File: src/rtl/mem_field_ext.sv
module mem_field_ext #(
  parameter int AW = 12
) (
  input  logic            clk,
  input  logic            rst_n,
  input  logic [1:0]      acc_kind,
  input  logic [AW-1:0]   addr_lo,
  output logic [AW+2:0]   phys_addr,
  input  logic            iot_valid,
  input  logic [11:0]     iot_word,
  input  logic [11:0]     ac_in,
  output logic [11:0]     ac_out,
  output logic            ac_wr,
  input  logic            jump_done,
  input  logic            irq_take,
  output logic            irq_ok,
  output logic [2:0]      if_now,
  output logic [2:0]      df_now
);
  localparam logic [1:0] KIND_OPND = 2'd3;

  logic [2:0] if_r, df_r, pend_f;
  logic       pend_v;
  logic [5:0] save_r;

  wire       fld_op = iot_valid && (iot_word[11:6] == 6'o62);
  wire [2:0] sel    = iot_word[5:3];
  wire [2:0] fn     = iot_word[2:0];
  wire set_df = fld_op && (fn == 3'd1 || fn == 3'd3);
  wire set_if = fld_op && (fn == 3'd2 || fn == 3'd3);
  wire rd_df  = fld_op && fn == 3'd4 && sel == 3'd1;
  wire rd_if  = fld_op && fn == 3'd4 && sel == 3'd2;
  wire rd_sv  = fld_op && fn == 3'd4 && sel == 3'd3;
  wire rst_sv = fld_op && fn == 3'd4 && sel == 3'd4;
  wire irq_go = irq_take && !pend_v;

  assign irq_ok    = !pend_v;
  assign if_now    = if_r;
  assign df_now    = df_r;
  assign phys_addr = {(acc_kind == KIND_OPND) ? df_r : if_r, addr_lo};
  assign ac_wr     = rd_df | rd_if | rd_sv;
  assign ac_out    = ac_in
                   | (rd_df ? {6'd0, df_r, 3'd0} : 12'd0)
                   | (rd_if ? {6'd0, if_r, 3'd0} : 12'd0)
                   | (rd_sv ? {6'd0, save_r}     : 12'd0);

  always_ff @(posedge clk) begin
    if (!rst_n) begin
      if_r <= '0; df_r <= '0; pend_f <= '0; pend_v <= 1'b0; save_r <= '0;
    end else if (irq_go) begin
      save_r <= {if_r, df_r};
      if_r <= '0; df_r <= '0; pend_f <= '0; pend_v <= 1'b0;
    end else begin
      if (jump_done && pend_v) if_r <= pend_f;
      if (set_df)      df_r <= sel;
      else if (rst_sv) df_r <= save_r[2:0];
      if (set_if) begin
        pend_f <= sel; pend_v <= 1'b1;
      end else if (rst_sv) begin
        pend_f <= save_r[5:3]; pend_v <= 1'b1;
      end else if (jump_done) begin
        pend_v <= 1'b0;
      end
    end
  end


  df_follows_chk: assert property (@(posedge clk) disable iff (!rst_n)
    (set_df && !irq_go) |=> (df_now == $past(iot_word[5:3])));

  if_deferred_chk: assert property (@(posedge clk) disable iff (!rst_n)
    (set_if && !jump_done && !irq_go) |=> $stable(if_now));

  if_on_jump_chk: assert property (@(posedge clk) disable iff (!rst_n)
    (jump_done && !irq_ok && !irq_take) |=> (if_now == $past(pend_f)));

  irq_clear_chk: assert property (@(posedge clk) disable iff (!rst_n)
    (irq_take && irq_ok) |=> (if_now == 3'd0 && df_now == 3'd0 && irq_ok));

  irq_held_chk: assert property (@(posedge clk) disable iff (!rst_n)
    (irq_take && !irq_ok && !jump_done && !iot_valid) |=> ($stable(df_now) && $stable(if_now) && !irq_ok));
endmodule

File: config.mk
export PLATFORM = sky130hd
export DESIGN_NAME = mem_field_ext
export DESIGN_NICKNAME = d
export VERILOG_FILES = /design/src/rtl/mem_field_ext.sv
export SDC_FILE = /design/constraint.sdc
export NUM_CORES = 1
export LEC_CHECK = 0
export ABC_AREA = 1
export BUFFER_PORTS_ARGS = -buffer_cell sky130_fd_sc_hd__buf_2
export CORE_MARGIN = 2
export CORE_UTILIZATION = 25
export DETAILED_ROUTE_END_ITERATION = 10
export HOLD_SLACK_MARGIN = 0.12
export PLACE_DENSITY_LB_ADDON = 0.12
export SLEW_MARGIN = 10
export SYNTH_ARGS = -nofsm -noshare
export SYNTH_HDL_FRONTEND = slang
export SYNTH_SLANG_ARGS = --single-unit
File: constraint.sdc
create_clock -name clk -period 0.9 [get_ports clk]
set_input_delay 0 -clock clk [delete_from_list [all_inputs] [get_ports clk]]
set_output_delay 0 -clock clk [all_outputs]
set_load 0.01 [all_outputs]
# After elaboration in Yosys (flattened, before gate mapping)
# Index checks and enable logic that the tools add are counted.
[totals]
reg_bits = 16
output_inout_bits = 35
input_bits = 43
wordCells = 49
[op_classes]
n_eq_ne = 10
n_reduce_logical = 17
n_bitwise = 6
muxes = 11
[ops]
columns = ["op", "count"]
rows = [
  ["bitwise OR 12 x 6 -> 12 bit", 3],
  ["two-way mux 6 bit", 3],
  ["two-way mux 3 bit", 5],
  ["== test 3 x 2 -> 1 bit (second input constant)", 4],
  ["logical AND 1 bit", 10],
  ["== test 3 x 1 -> 1 bit (second input constant)", 2],
  ["== test 3 bit (second input constant)", 2],
  ["== test 6 bit (second input constant)", 1],
  ["nonzero test 2 bit", 2],
  ["two-way mux 1 bit", 3],
  ["nonzero test 3 bit", 1],
  ["== test 2 bit (second input constant)", 1],
  ["logical OR 1 bit", 2],
  ["bitwise OR 1 bit", 2],
  ["OR reduction 2 bit", 1],
  ["logical NOT 1 bit", 1],
  ["inverter 1 bit", 1],
]

# Logic depth before layout (Yosys ltp)
# Gate-level depths: netlist of run 1.
[logic_depth]
ltp_word = 8
depth_mapped = 9

# Least setup slack after synthesis of run 1
# OpenSTA, ideal clock, no wires.
[synth_path]
kind = "reg2reg"
from = "register pend_v"
to = "register df_r[0] (netlist: df_now[0])"
t_arrival_ns = 0.891
period_less_slack_ns = 0.961
slack_ns = -0.061
path_stages_with_launch = 7
setup_time_ns = 0.070
cell_sequence = "dfxtp_1 inv_2 nand2_1 inv_2 nor2_1 inv_2 a21oi_1"
[synth_via]
elab_chain_cells = 3
[synth_lines]
columns = ["element", "line", "text"]
rows = [
  ["start, declared", "23", "logic pend_v;"],
  ["start signal, assigned", "49", "if_r <= '0; df_r <= '0; pend_f <= '0; pend_v <= 1'b0; save_r <= '0;"],
  ["start signal, assigned", "52", "if_r <= '0; df_r <= '0; pend_f <= '0; pend_v <= 1'b0;"],
  ["start signal, assigned", "58", "pend_f <= sel; pend_v <= 1'b1;"],
  ["logical NOT 1 bit", "n/a", ""],
  ["via irq_ok", "16", "output logic irq_ok,"],
  ["logical AND 1 bit", "35", "wire irq_go = irq_take && !pend_v;"],
  ["OR reduction 2 bit (no line)", "n/a", ""],
  ["end signal, assigned", "55", "if (set_df) df_r <= sel;"],
  ["end signal, assigned", "56", "else if (rst_sv) df_r <= save_r[2:0];"],
  ["end, declared", "22", "logic [2:0] if_r, df_r, pend_f;"],
]
# The timed path passes the listed nets, and every way through them passes these cells.
# A chain may end at the register's enable or synchronous reset.

# Worst setup path in the final report of run 1
[layout_path]
from = "register if_r[0] (netlist: if_now[0])"
to = "output port phys_addr[12]"
[layout_via]
elab_chain_cells = 1
[layout_lines]
columns = ["element", "line", "text"]
rows = [
  ["start, declared", "22", ""],
  ["start signal, assigned", "54", "if (jump_done && pend_v) if_r <= pend_f;"],
  ["two-way mux 3 bit", "40", "assign phys_addr = {(acc_kind == KIND_OPND) ? df_r : if_r, addr_lo};"],
  ["end, declared", "8", "output logic [AW+2:0] phys_addr,"],
]
# Every way passes these cells.

==> impl_metrics.xml, run 1 <==
<?xml version="1.0" encoding="UTF-8"?>
<metrics>
  <group name="routing">
    <metric name="vias_per_cell" unit="">4.56</metric>
    <metric name="route.antenna.remaining_nets" unit="">0</metric>
    <metric name="detailroute.via_count" unit="">1363</metric>
    <metric name="drc" unit="">0</metric>
    <metric name="post_drt_wl_per_cell" unit="um">12.3</metric>
    <metric name="drt_iter0_drc" unit="">35</metric>
    <metric name="routed_wl" unit="mm">3.67</metric>
    <metric name="detailedRoute.firstPassIterationCount" unit="">4</metric>
  </group>
  <group name="placed_design">
    <metric name="post_dp_cell_area" unit="um2">1400</metric>
    <metric name="dp.cells" unit="">263</metric>
    <metric name="post-dp-hpwl" unit="mm">2.59</metric>
    <metric name="numPortBuffers" unit="">41</metric>
    <metric name="pre_cts_ws" unit="ps">-195</metric>
    <metric name="gp_congestion" unit="">0.753</metric>
  </group>
  <group name="layout">
    <metric name="multi_input_area" unit="um2">671</metric>
    <metric name="post_route_cell_area" unit="um2">1950</metric>
    <metric name="nets" unit="">292</metric>
    <metric name="flow.area_growth_from_synthesis" unit="%">68.9</metric>
    <metric name="antenna-diode-count" unit="">0</metric>
    <metric name="finalNonFillerCells" unit="">299</metric>
    <metric name="final_util" unit="%">44.3</metric>
    <metric name="seq_area" unit="um2">352</metric>
    <metric name="fillers" unit="">471</metric>
    <metric name="drive_gt1_share" unit="%">47.4</metric>
  </group>
  <group name="sta">
    <metric name="finClkSkew" unit="ps">1.05</metric>
    <metric name="max_slew.worst_pin.slew" unit="ps">237</metric>
    <metric name="timing.final.crit_period" unit="ps">994</metric>
    <metric name="number_of_setup_violations_in_the_final_report" unit="">5</metric>
    <metric name="maxClockFrequency" unit="GHz">1.01</metric>
    <metric name="max_slew_margin" unit="%">84.1</metric>
    <metric name="post-route-worst-setup-slack" unit="ps">-94.4</metric>
    <metric name="timing.hold.ws" unit="ps">153</metric>
    <metric name="endpoints_failing_hold" unit="">0</metric>
    <metric name="final.setup.tns" unit="ps">-285</metric>
    <metric name="final-max-slew-violation-count" unit="">0</metric>
    <metric name="grt_setup_unrepaired" unit="">yes</metric>
    <metric name="fin_crit_sh" unit="%">110</metric>
  </group>
  <group name="clock_tree">
    <metric name="clk_transition_reported_paths" unit="ps">60</metric>
    <metric name="clockBufferDepth" unit="">2</metric>
    <metric name="ctsRootBufferMaster" unit="">clkbuf_8</metric>
    <metric name="clock_tree_from_tritoncts" unit="">yes</metric>
    <metric name="cts_buffers" unit="">3</metric>
    <metric name="clock_tree.htree_level_count" unit="">1</metric>
    <metric name="clock_sink_count" unit="">16</metric>
    <metric name="clk-insertion-delay-late" unit="ps">240</metric>
  </group>
  <group name="pwr">
    <metric name="total_leakage_power" unit="nW">0.918</metric>
    <metric name="power.density" unit="nW/um2">851</metric>
    <metric name="irDropWorstVdd" unit="uV">1150</metric>
    <metric name="report.power.total" unit="mW">1.66</metric>
  </group>
  <group name="logic_synthesis">
    <metric name="synth_most_common_cell" unit="">nand2_1</metric>
    <metric name="syn_area_per_cell" unit="um2">6.61</metric>
    <metric name="synthesis.nets" unit="">218</metric>
    <metric name="post_synth_main_area_contributors" unit="">dfxtp_1 28%, nand2_1 12%, buf_4 12%, nand4_1 8.1%, nand3_1 6.1%</metric>
    <metric name="yosys_most_used_dff" unit="">dfxtp_1</metric>
    <metric name="yosys_register_bits" unit="">16</metric>
    <metric name="post_synth_inst_count" unit="">175</metric>
    <metric name="yosys.area.top_type" unit="">dfxtp_1</metric>
    <metric name="async_reset_ff_share" unit="%">0</metric>
    <metric name="yosysWarningCount" unit="">0</metric>
    <metric name="ys_seq_area_share" unit="%">27.7</metric>
    <metric name="synth_enable_flop_cells" unit="">0</metric>
    <metric name="mappedNetlistArea" unit="um2">1160</metric>
    <metric name="synth.top_cell.area_share" unit="%">27.7</metric>
    <metric name="yosys.cell_types.count" unit="">22</metric>
    <metric name="synth.top_cells.by_count" unit="">37 x nand2_1, 18 x buf_4, 18 x inv_1</metric>
  </group>
  <group name="grt">
    <metric name="grt_start_max_net_pins" unit="">13</metric>
    <metric name="gr-usage-all-layers" unit="%">14.0</metric>
    <metric name="first_global_vias" unit="">1252</metric>
    <metric name="wire_length_of_the_first_global_routing_pass" unit="mm">5.78</metric>
    <metric name="grt-ovfl-total" unit="">0</metric>
    <metric name="grt_antenna_before_repair" unit="">0</metric>
  </group>
  <group name="die">
    <metric name="design.portCount" unit="">78</metric>
    <metric name="core_region_area" unit="um2">4410</metric>
    <metric name="initial_core_util" unit="%">26.2</metric>
    <metric name="floorplan.die.width" unit="um">72.0</metric>
    <metric name="die-height" unit="um">72.0</metric>
    <metric name="fp-row-count" unit="">24</metric>
    <metric name="floorplan.die_area" unit="um2">5190</metric>
  </group>
  <group name="run_status">
    <metric name="violations" unit="">negative setup slack</metric>
    <metric name="status" unit="">finished, violations left</metric>
  </group>
  <group name="critical_path">
    <metric name="crit_end_element" unit="">primary output</metric>
    <metric name="worstPathCellList" unit="">mux2_4 -&gt; buf_6</metric>
    <metric name="critical_path_class" unit="">reg2out</metric>
    <metric name="crit_buf_inv" unit="">1</metric>
    <metric name="cp_slowest_stage_delay" unit="ps">360</metric>
    <metric name="cp_data_required_time" unit="ps">900</metric>
    <metric name="timing.critical_path.from_type" unit="">flop</metric>
    <metric name="critPathMaxFanout" unit="">4</metric>
    <metric name="critical_path_arrival" unit="ps">990</metric>
    <metric name="cpLargestDelayFamily" unit="">flip-flops</metric>
    <metric name="slowest_stage" unit="">dfxtp_4</metric>
  </group>
  <group name="run">
    <metric name="drv_cap" unit="">0</metric>
  </group>
  <group name="min_path">
    <metric name="hold_class" unit="">in2reg</metric>
  </group>
</metrics>
[registers in the layout, indices dropped and copies added, names as in the netlist]
name,count
df_now,3
save_r,6
if_now,3
pend_v,1
pend_f,3
[worst min-delay path, stage by stage]
cell and delay (ps):
buf_2 100, nand2_4 70, inv_8 80, nor2_1 40
nor2_1 80
[placed cells by master, fill, tap and decap left out, drive strengths merged]
| cell | n |
|---|---|
| nor2 | 19 |
| buf | 69 |
| nand2 | 39 |
| dfxtp | 16 |
| nand4 | 15 |
| nor3 | 4 |
| dlygate4sd3 | 21 |
| nand3 | 17 |
| inv | 23 |
| o21ai | 8 |
| clkbuf | 3 |
| mux2 | 2 |
| a21oi | 11 |
[timing repair]
item	4_1_cts	5_1_grt
resized for setup	34	29
setup endpoints to repair	19	25
buffers inserted	10	1
pin swaps	3	7
hold buffers	20	2
gates cloned	1	0
hold endpoints to repair	28	5
[routing by layer]
layer / global-route usage, % / wire (um) / share of wire (%) / up-vias
li1: - / - / - / 711
met1: 18.1 / 1590 / 43 / 599
met2: 24.4 / 1870 / 51 / 53
met3: 3.47 / 203 / 5.5 / 0
met4: 1.26 / 0 / 0 / 0
met5: 0 / 0 / 0 / -
[cells by family after synthesis]
| group | count (synthesis) | synth area share (%) |
|---|---|---|
| multiplexers | 2 | 1.95 |
| AO/OA/AOI/OAI | 19 | 8.22 |
| AND/OR/NAND/NOR | 94 | 40.6 |
| flip-flops | 16 | 27.7 |
| buffers and inverters | 44 | 21.5 |
[area by class of cell]
| class | instances | area share (%) |
|---|---|---|
| clock buffers | 3 | 2.11 |
| inverters | 23 | 4.93 |
| multi-input cells | 115 | 34.3 |
| flip-flops and latches | 16 | 18.0 |
| well taps | 52 | 3.33 |
| repair buffers | 90 | 37.3 |
[where the power goes]
group | switching (mW) | leakage (nW) | internal [mW]
Clock | 0.223 | 0.0216 | 0.296
Sequential | 0.0148 | 0.138 | 0.709
Combinational | 0.202 | 0.759 | 0.218
Total | 0.440 | 0.918 | 1.22
[path summary, 6_finish.rpt]
path / start / endpoint / slack [ps] / depth (start not counted)
setup / recovery: if_now[0]$_SDFFE_PP0P_ / phys_addr[12] / -90 / 2
hold reg to reg: pend_f[0]$_SDFFE_PP0P_ / if_now[0]$_SDFFE_PP0P_ / 470 / 2
hold / removal: irq_take / save_r[2]$_SDFFE_PN0P_ / 150 / 5
setup reg to reg: pend_v$_SDFFE_PP0P_ / if_now[1]$_SDFFE_PP0P_ / 10 / 6
No activity file was read; power rests on OpenSTA's default activity.
==> inputs of run 2 (changes only) <==
- CAP_MARGIN: unset -> 10
- CORE_UTILIZATION: 25 -> 37
- REMOVE_ABC_BUFFERS: unset -> 1
==> run 2 against run 1 <==
The run still ends with negative setup slack left; combinational power rose by 4%; wire length grew 21%; die area is 31% lower; flip-flop and latch count unchanged; global-route usage is 9.9 points higher; cell count decreased by 5.0%; via count up 8.1%; critical path depth did not move; clock skew grew 1.4 ps; fmax is 6.9% lower; sequential share of layout area rose by 0.67 points; critical path type unchanged.
==> impl_metrics.xml, run 2 (same netlist as run 1, synthesis figures left out) <==
<?xml version="1.0" encoding="UTF-8"?>
<metrics>
  <group name="layout">
    <metric name="nets" unit="">295</metric>
    <metric name="largest_register_ffs" unit="">6</metric>
    <metric name="drive_gt1_share" unit="%">49.4</metric>
    <metric name="seq_area" unit="um2">354</metric>
    <metric name="post_route_cell_area" unit="um2">1900</metric>
    <metric name="flow.area_growth_from_synthesis" unit="%">64.0</metric>
    <metric name="multi_input_area" unit="um2">667</metric>
    <metric name="largest_register" unit="">save_r</metric>
    <metric name="antenna-diode-count" unit="">0</metric>
    <metric name="fillers" unit="">267</metric>
    <metric name="most_frequent_cells_in_the_layout" unit="">36 x nand2_1, 36 x buf_2, 22 x buf_4</metric>
  </group>
  <group name="routing">
    <metric name="vias_per_cell" unit="">5.19</metric>
    <metric name="detailroute.via_count" unit="">1474</metric>
    <metric name="detailedRoute.firstPassIterationCount" unit="">4</metric>
    <metric name="routed_wl" unit="mm">4.44</metric>
    <metric name="post_drt_wl_per_cell" unit="um">15.6</metric>
    <metric name="drt_iter0_drc" unit="">93</metric>
    <metric name="route.antenna.remaining_nets" unit="">0</metric>
    <metric name="drc" unit="">0</metric>
  </group>
  <group name="sta">
    <metric name="timing.final.crit_period" unit="ps">1070</metric>
    <metric name="endpoints_failing_hold" unit="">0</metric>
    <metric name="max_slew.worst_pin.slew" unit="ps">355</metric>
    <metric name="finClkSkew" unit="ps">2.48</metric>
    <metric name="final-max-slew-violation-count" unit="">0</metric>
    <metric name="max_slew_margin" unit="%">76.2</metric>
    <metric name="fin_crit_sh" unit="%">119</metric>
    <metric name="number_of_setup_violations_in_the_final_report" unit="">26</metric>
    <metric name="maxClockFrequency" unit="GHz">0.936</metric>
    <metric name="grt_setup_unrepaired" unit="">yes</metric>
    <metric name="post-route-worst-setup-slack" unit="ps">-168</metric>
  </group>
  <group name="critical_path">
    <metric name="crit_end_element" unit="">primary output</metric>
    <metric name="critical_path_class" unit="">reg2out</metric>
    <metric name="timing.critical_path.from_type" unit="">flop</metric>
    <metric name="timing.reg2reg.worst_path_depth" unit="">6</metric>
    <metric name="crit_buf_inv" unit="">1</metric>
    <metric name="critPathMaxFanout" unit="">5</metric>
    <metric name="timing.critical_path.depth" unit="">2</metric>
    <metric name="cp_data_required_time" unit="ps">900</metric>
    <metric name="worstPathCellList" unit="">mux2_4 -&gt; buf_6</metric>
    <metric name="slowest_stage" unit="">dfxtp_4</metric>
    <metric name="critical_path_arrival" unit="ps">1070</metric>
    <metric name="cp_slowest_stage_delay" unit="ps">370</metric>
    <metric name="cpLargestDelayFamily" unit="">flip-flops</metric>
  </group>
  <group name="grt">
    <metric name="grt-ovfl-total" unit="">0</metric>
    <metric name="wire_length_of_the_first_global_routing_pass" unit="mm">6.27</metric>
    <metric name="grt_start_max_net_pins" unit="">13</metric>
    <metric name="grt_antenna_before_repair" unit="">0</metric>
    <metric name="first_global_vias" unit="">1327</metric>
    <metric name="gr-usage-all-layers" unit="%">23.8</metric>
  </group>
  <group name="placed_design">
    <metric name="post-dp-hpwl" unit="mm">2.75</metric>
    <metric name="post_dp_cell_area" unit="um2">1350</metric>
    <metric name="numPortBuffers" unit="">41</metric>
    <metric name="gp_congestion" unit="">0.797</metric>
    <metric name="pre_cts_ws" unit="ps">-122</metric>
  </group>
  <group name="die">
    <metric name="core_region_area" unit="um2">3000</metric>
    <metric name="design.portCount" unit="">78</metric>
    <metric name="die-height" unit="um">59.9</metric>
    <metric name="initial_core_util" unit="%">38.5</metric>
    <metric name="fp-row-count" unit="">20</metric>
    <metric name="floorplan.die_area" unit="um2">3590</metric>
    <metric name="floorplan.die.width" unit="um">59.9</metric>
  </group>
  <group name="clock_tree">
    <metric name="clk-insertion-delay-late" unit="ps">290</metric>
    <metric name="clock_tree_from_tritoncts" unit="">yes</metric>
    <metric name="clock_tree.htree_level_count" unit="">1</metric>
    <metric name="clk_transition_reported_paths" unit="ps">90</metric>
    <metric name="cts_buffers" unit="">3</metric>
    <metric name="clockBufferDepth" unit="">2</metric>
    <metric name="clock_sink_count" unit="">16</metric>
    <metric name="ctsRootBufferMaster" unit="">clkbuf_4</metric>
  </group>
  <group name="pwr">
    <metric name="report.power.total" unit="mW">1.64</metric>
    <metric name="total_leakage_power" unit="nW">0.914</metric>
    <metric name="power.density" unit="nW/um2">863</metric>
    <metric name="irDropWorstVdd" unit="uV">1030</metric>
  </group>
  <group name="run_status">
    <metric name="violations" unit="">negative setup slack</metric>
    <metric name="status" unit="">finished, violations left</metric>
  </group>
  <group name="min_path">
    <metric name="hold_class" unit="">in2reg</metric>
    <metric name="worst_hold_path.num_cells" unit="">5</metric>
  </group>
  <group name="run">
    <metric name="drv_cap" unit="">0</metric>
  </group>
</metrics>
[run 2: through the flow]
stage | setup TNS, ps | util [%] | hold WS [ps] | cells
4_1_cts | -1170 | 59.3 | 86.4 | 278
6_report | -1880 | 63.2 | 148 | 284
5_1_grt | -3170 | 63.2 | 147 | 284
2_1_floorplan | -546 | - | 0 | 154
3_3_place_gp | -1020 | 45.1 | 0.0686 | 243
3_5_place_dp | -1410 | 45.1 | 0.0686 | 243
[run 2: routing by layer]
metal | share of wire (%) | GRT usage (%) | vias to the layer above
met2 | 53 | 42.1 | 51
met3 | 4.3 | 4.98 | 8
met1 | 41 | 29.4 | 705
met5 | 0 | 0 | -
met4 | 1.4 | 5.40 | 0
li1 | - | - | 710
[run 2: power by group]
part	total, mW	switching (mW)	internal [mW]
clock network	0.484	0.238	0.246
logic	0.437	0.223	0.213
registers	0.717	0.0133	0.703
total	1.64	0.474	1.16
[run 2: path summary, 6_finish.rpt]
kind	startpoint	to	slack, ps
setup / recovery	df_now[2]$_SDFFE_PP0P_	phys_addr[14]	-170
hold reg to reg	pend_f[2]$_SDFFE_PP0P_	if_now[2]$_SDFFE_PP0P_	480
setup reg to reg	pend_v$_SDFFE_PP0P_	df_now[1]$_SDFFE_PP0P_	-140
hold / removal	iot_word[3]	df_now[0]$_SDFFE_PP0P_	150
[run 2: cell type report]
cell class / instances / area share (%)
multi-input cells: 115 / 35.1
well taps: 33 / 2.18
repair inverters: 1 / 0.396
clock buffers: 4 / 1.91
repair buffers: 92 / 37.0
flip-flops and latches: 16 / 18.7
inverters: 23 / 4.68
[run 2: worst register-to-register path: stages, from the launching register on]
cell and delay [ps]:
dfxtp_2 340, inv_2 50, nand2_4 70, inv_4 50
nor2_4 140, clkinvlp_4 190, a21oi_2 140
[run 2: what timing repair did]
| item | CTS | global route |
|---|---|---|
| hold buffers | 20 | 0 |
| cloned | 1 | 0 |
| pin swaps | 11 | 9 |
| buffers inserted | 10 | 6 |
| resized for setup | 39 | 27 |
| endpoints found under the hold margin | 28 | 0 |
| setup endpoints to repair | 26 | 27 |
==> inputs of run 3 (changes only) <==
- CORE_UTILIZATION: 37 -> 45
- SLEW_MARGIN: 10 -> 20
- clock period: 0.9 -> 1.3 ns (I/O delays scaled with it)
==> run 3 against run 2 <==
The flow now finishes without violations; global-route usage rose by 0.29 points; clock skew barely moved; clock power shrank 35%; total power down 36%; core utilization fell by 2.6 points; sequential share of layout area rose by 2.9 points; critical endpoint is now df_now[0]$_SDFFE_PP0P_; largest cell class is now multi-input gates; highest routed layer unchanged.
==> impl_metrics.xml, run 3 (same netlist as run 1, synthesis figures left out) <==
<?xml version="1.0" encoding="UTF-8"?>
<metrics>
  <group name="layout">
    <metric name="flow.area_growth_from_synthesis" unit="%">28.6</metric>
    <metric name="drive_gt1_share" unit="%">28.5</metric>
    <metric name="largest_register" unit="">save_r</metric>
    <metric name="seq_area" unit="um2">320</metric>
    <metric name="layout_commonest_cell" unit="">buf_2</metric>
    <metric name="largest_register_ffs" unit="">6</metric>
    <metric name="fillers" unit="">226</metric>
    <metric name="nets" unit="">265</metric>
    <metric name="antenna-diode-count" unit="">0</metric>
    <metric name="post_route_cell_area" unit="um2">1490</metric>
    <metric name="final_util" unit="%">60.7</metric>
    <metric name="multi_input_area" unit="um2">588</metric>
    <metric name="most_frequent_cells_in_the_layout" unit="">41 x buf_2, 37 x nand2_1, 20 x dlygate4sd3_1</metric>
  </group>
  <group name="routing">
    <metric name="detailroute.via_count" unit="">1272</metric>
    <metric name="route.antenna.remaining_nets" unit="">0</metric>
    <metric name="drt_iter0_drc" unit="">34</metric>
    <metric name="routed_wl" unit="mm">3.39</metric>
    <metric name="detailedRoute.firstPassIterationCount" unit="">4</metric>
    <metric name="post_drt_wl_per_cell" unit="um">13.5</metric>
    <metric name="drc" unit="">0</metric>
    <metric name="vias_per_cell" unit="">5.07</metric>
  </group>
  <group name="sta">
    <metric name="timing.final.crit_period" unit="ps">1090</metric>
    <metric name="final.setup.tns" unit="ps">0</metric>
    <metric name="final-max-slew-violation-count" unit="">0</metric>
    <metric name="endpoints_failing_hold" unit="">0</metric>
    <metric name="grt_setup_unrepaired" unit="">no</metric>
    <metric name="number_of_setup_violations_in_the_final_report" unit="">0</metric>
    <metric name="max_slew_margin" unit="%">74.5</metric>
    <metric name="max_slew.worst_pin.slew" unit="ps">381</metric>
    <metric name="maxClockFrequency" unit="GHz">0.915</metric>
    <metric name="finClkSkew" unit="ps">2.92</metric>
    <metric name="fin_crit_sh" unit="%">84.0</metric>
    <metric name="post-route-worst-setup-slack" unit="ps">208</metric>
  </group>
  <group name="critical_path">
    <metric name="timing.critical_path.from_type" unit="">flop</metric>
    <metric name="critPathMostFrequentCell" unit="">inv_2</metric>
    <metric name="crit_end_element" unit="">flop</metric>
    <metric name="timing.reg2reg.worst_path_depth" unit="">6</metric>
    <metric name="worstPathCellList" unit="">inv_2 -&gt; nand2_1 -&gt; inv_2 -&gt; nor2_1 -&gt; inv_2 -&gt; a21oi_1</metric>
    <metric name="critical_path.endpoint" unit="">df_now[0]$_SDFFE_PP0P_</metric>
    <metric name="cp_slowest_stage_delay" unit="ps">350</metric>
    <metric name="slowest_stage" unit="">dfxtp_1</metric>
    <metric name="crit_start" unit="">pend_v$_SDFFE_PP0P_</metric>
    <metric name="critPathMaxFanout" unit="">9</metric>
    <metric name="critical_path_arrival" unit="ps">1300</metric>
    <metric name="reg2reg_from" unit="">pend_v$_SDFFE_PP0P_</metric>
    <metric name="r2r_slack" unit="ps">210</metric>
    <metric name="critical_path_class" unit="">reg2reg</metric>
    <metric name="critical_path.reg2reg.endpoint" unit="">df_now[0]$_SDFFE_PP0P_</metric>
    <metric name="cp_data_required_time" unit="ps">1510</metric>
  </group>
  <group name="placed_design">
    <metric name="gp_congestion" unit="">0.832</metric>
    <metric name="post-dp-hpwl" unit="mm">2.36</metric>
    <metric name="pre_cts_ws" unit="ps">237</metric>
    <metric name="numPortBuffers" unit="">41</metric>
    <metric name="post_dp_cell_area" unit="um2">1250</metric>
  </group>
  <group name="die">
    <metric name="design.portCount" unit="">78</metric>
    <metric name="floorplan.die.width" unit="um">54.7</metric>
    <metric name="fp-row-count" unit="">18</metric>
    <metric name="die-height" unit="um">54.7</metric>
    <metric name="initial_core_util" unit="%">47.1</metric>
    <metric name="core_region_area" unit="um2">2450</metric>
    <metric name="floorplan.die_area" unit="um2">2990</metric>
  </group>
  <group name="pwr">
    <metric name="internal_power" unit="mW">0.770</metric>
    <metric name="seqPwrFrac" unit="%">48.7</metric>
    <metric name="report.power.total" unit="mW">1.05</metric>
    <metric name="total_leakage_power" unit="nW">0.728</metric>
    <metric name="power.combinational.fraction" unit="%">21.0</metric>
    <metric name="irDropWorstVdd" unit="uV">1050</metric>
    <metric name="p_sw_share" unit="%">26.4</metric>
    <metric name="clkPwrFrac" unit="%">30.3</metric>
    <metric name="power.density" unit="nW/um2">703</metric>
    <metric name="power_switching" unit="mW">0.277</metric>
  </group>
  <group name="clock_tree">
    <metric name="cts.repair_timing.setup_buffer_count" unit="">0</metric>
    <metric name="clk_transition_reported_paths" unit="ps">90</metric>
    <metric name="postCtsResizedCells" unit="">0</metric>
    <metric name="clock_sink_count" unit="">16</metric>
    <metric name="cts_hold_repair.buffers" unit="">20</metric>
    <metric name="ctsRootBufferMaster" unit="">clkbuf_4</metric>
    <metric name="clock_tree_from_tritoncts" unit="">yes</metric>
    <metric name="clock_tree.htree_level_count" unit="">1</metric>
    <metric name="clk-insertion-delay-late" unit="ps">270</metric>
    <metric name="cts_buffers" unit="">3</metric>
    <metric name="clockBufferDepth" unit="">2</metric>
  </group>
  <group name="grt">
    <metric name="first_global_vias" unit="">1131</metric>
    <metric name="grt-ovfl-total" unit="">0</metric>
    <metric name="gr-usage-all-layers" unit="%">24.1</metric>
    <metric name="grt_start_max_net_pins" unit="">13</metric>
    <metric name="wire_length_of_the_first_global_routing_pass" unit="mm">5.15</metric>
    <metric name="grt_antenna_before_repair" unit="">0</metric>
  </group>
  <group name="min_path">
    <metric name="hold_class" unit="">in2reg</metric>
  </group>
  <group name="run">
    <metric name="drv_cap" unit="">0</metric>
  </group>
  <group name="run_status">
    <metric name="status" unit="">completed</metric>
  </group>
</metrics>
-- run 3: cell count changes in the layout (fill, tap and decap cells not counted), moves of 5 or more --
cell | before | now
a21oi_1 | 5 | 11
o21ai_0 | 0 | 7
buf_6 | 14 | 0
dfxtp_2 | 6 | 0
buf_2 | 36 | 41
dfxtp_4 | 7 | 0
o21ai_2 | 7 | 0
buf_4 | 22 | 2
a21oi_2 | 6 | 0
dfxtp_1 | 3 | 16
-- run 3: stage by stage --
stage,cells,hold slack [ps]
global route,251,158
finish,251,158
floorplan,154,0
detailed placement,227,0.0879
CTS,251,148
global placement,227,0.0879
-- run 3: metal layers --
layer | global-route usage [%] | vias to the layer above | share of wire [%]
li1 | - | 653 | -
met1 | 30.2 | 568 | 44
met2 | 40.5 | 41 | 48
met3 | 4.64 | 10 | 5.0
met4 | 8.75 | 0 | 2.9
met5 | 0 | - | 0
-- run 3: power by group through the flow --
stage / clock network (mW) / registers (mW) / logic (mW)
finish: 0.317 / 0.509 / 0.220
global route: 0.351 / 0.510 / 0.244
CTS: 0.324 / 0.509 / 0.216
detailed placement: 0 / 0.521 / 0.147
global placement: 0 / 0.521 / 0.144
floorplan: 0 / 0.515 / 0.0787
-- run 3: worst min path at each step --
stage                      startpoint  cells past startpoint                      to  slack, ps
after CTS                 iot_word[4]                      5  df_now[1]$_SDFFE_PP0P_        150
final                     iot_word[3]                      5  pend_f[0]$_SDFFE_PP0P_        160
after detailed placement    ac_in[10]                      0              ac_out[10]       0.09
after global routing      iot_word[3]                      5  df_now[0]$_SDFFE_PP0P_        160
after floorplan             ac_in[10]                      0              ac_out[10]          0
after global placement      ac_in[10]                      0              ac_out[10]       0.09
-- run 3: final cells by class --
cell class              count  share of cell area, %
flip-flops and latches     16                   21.5
multi-input cells         115                   39.5
inverters                  23                   5.80
repair buffers             63                   28.2
well taps                  30                   2.52
clock buffers               4                   2.44
-- run 3: critical path, delay by kind of cell (launching register included) --
kind                   cells  cell delay [ps]
DFF                        1              350
buffers and inverters      3              240
AOI/OAI and AO/OA          1              130
and+or+nand+nor            2              300
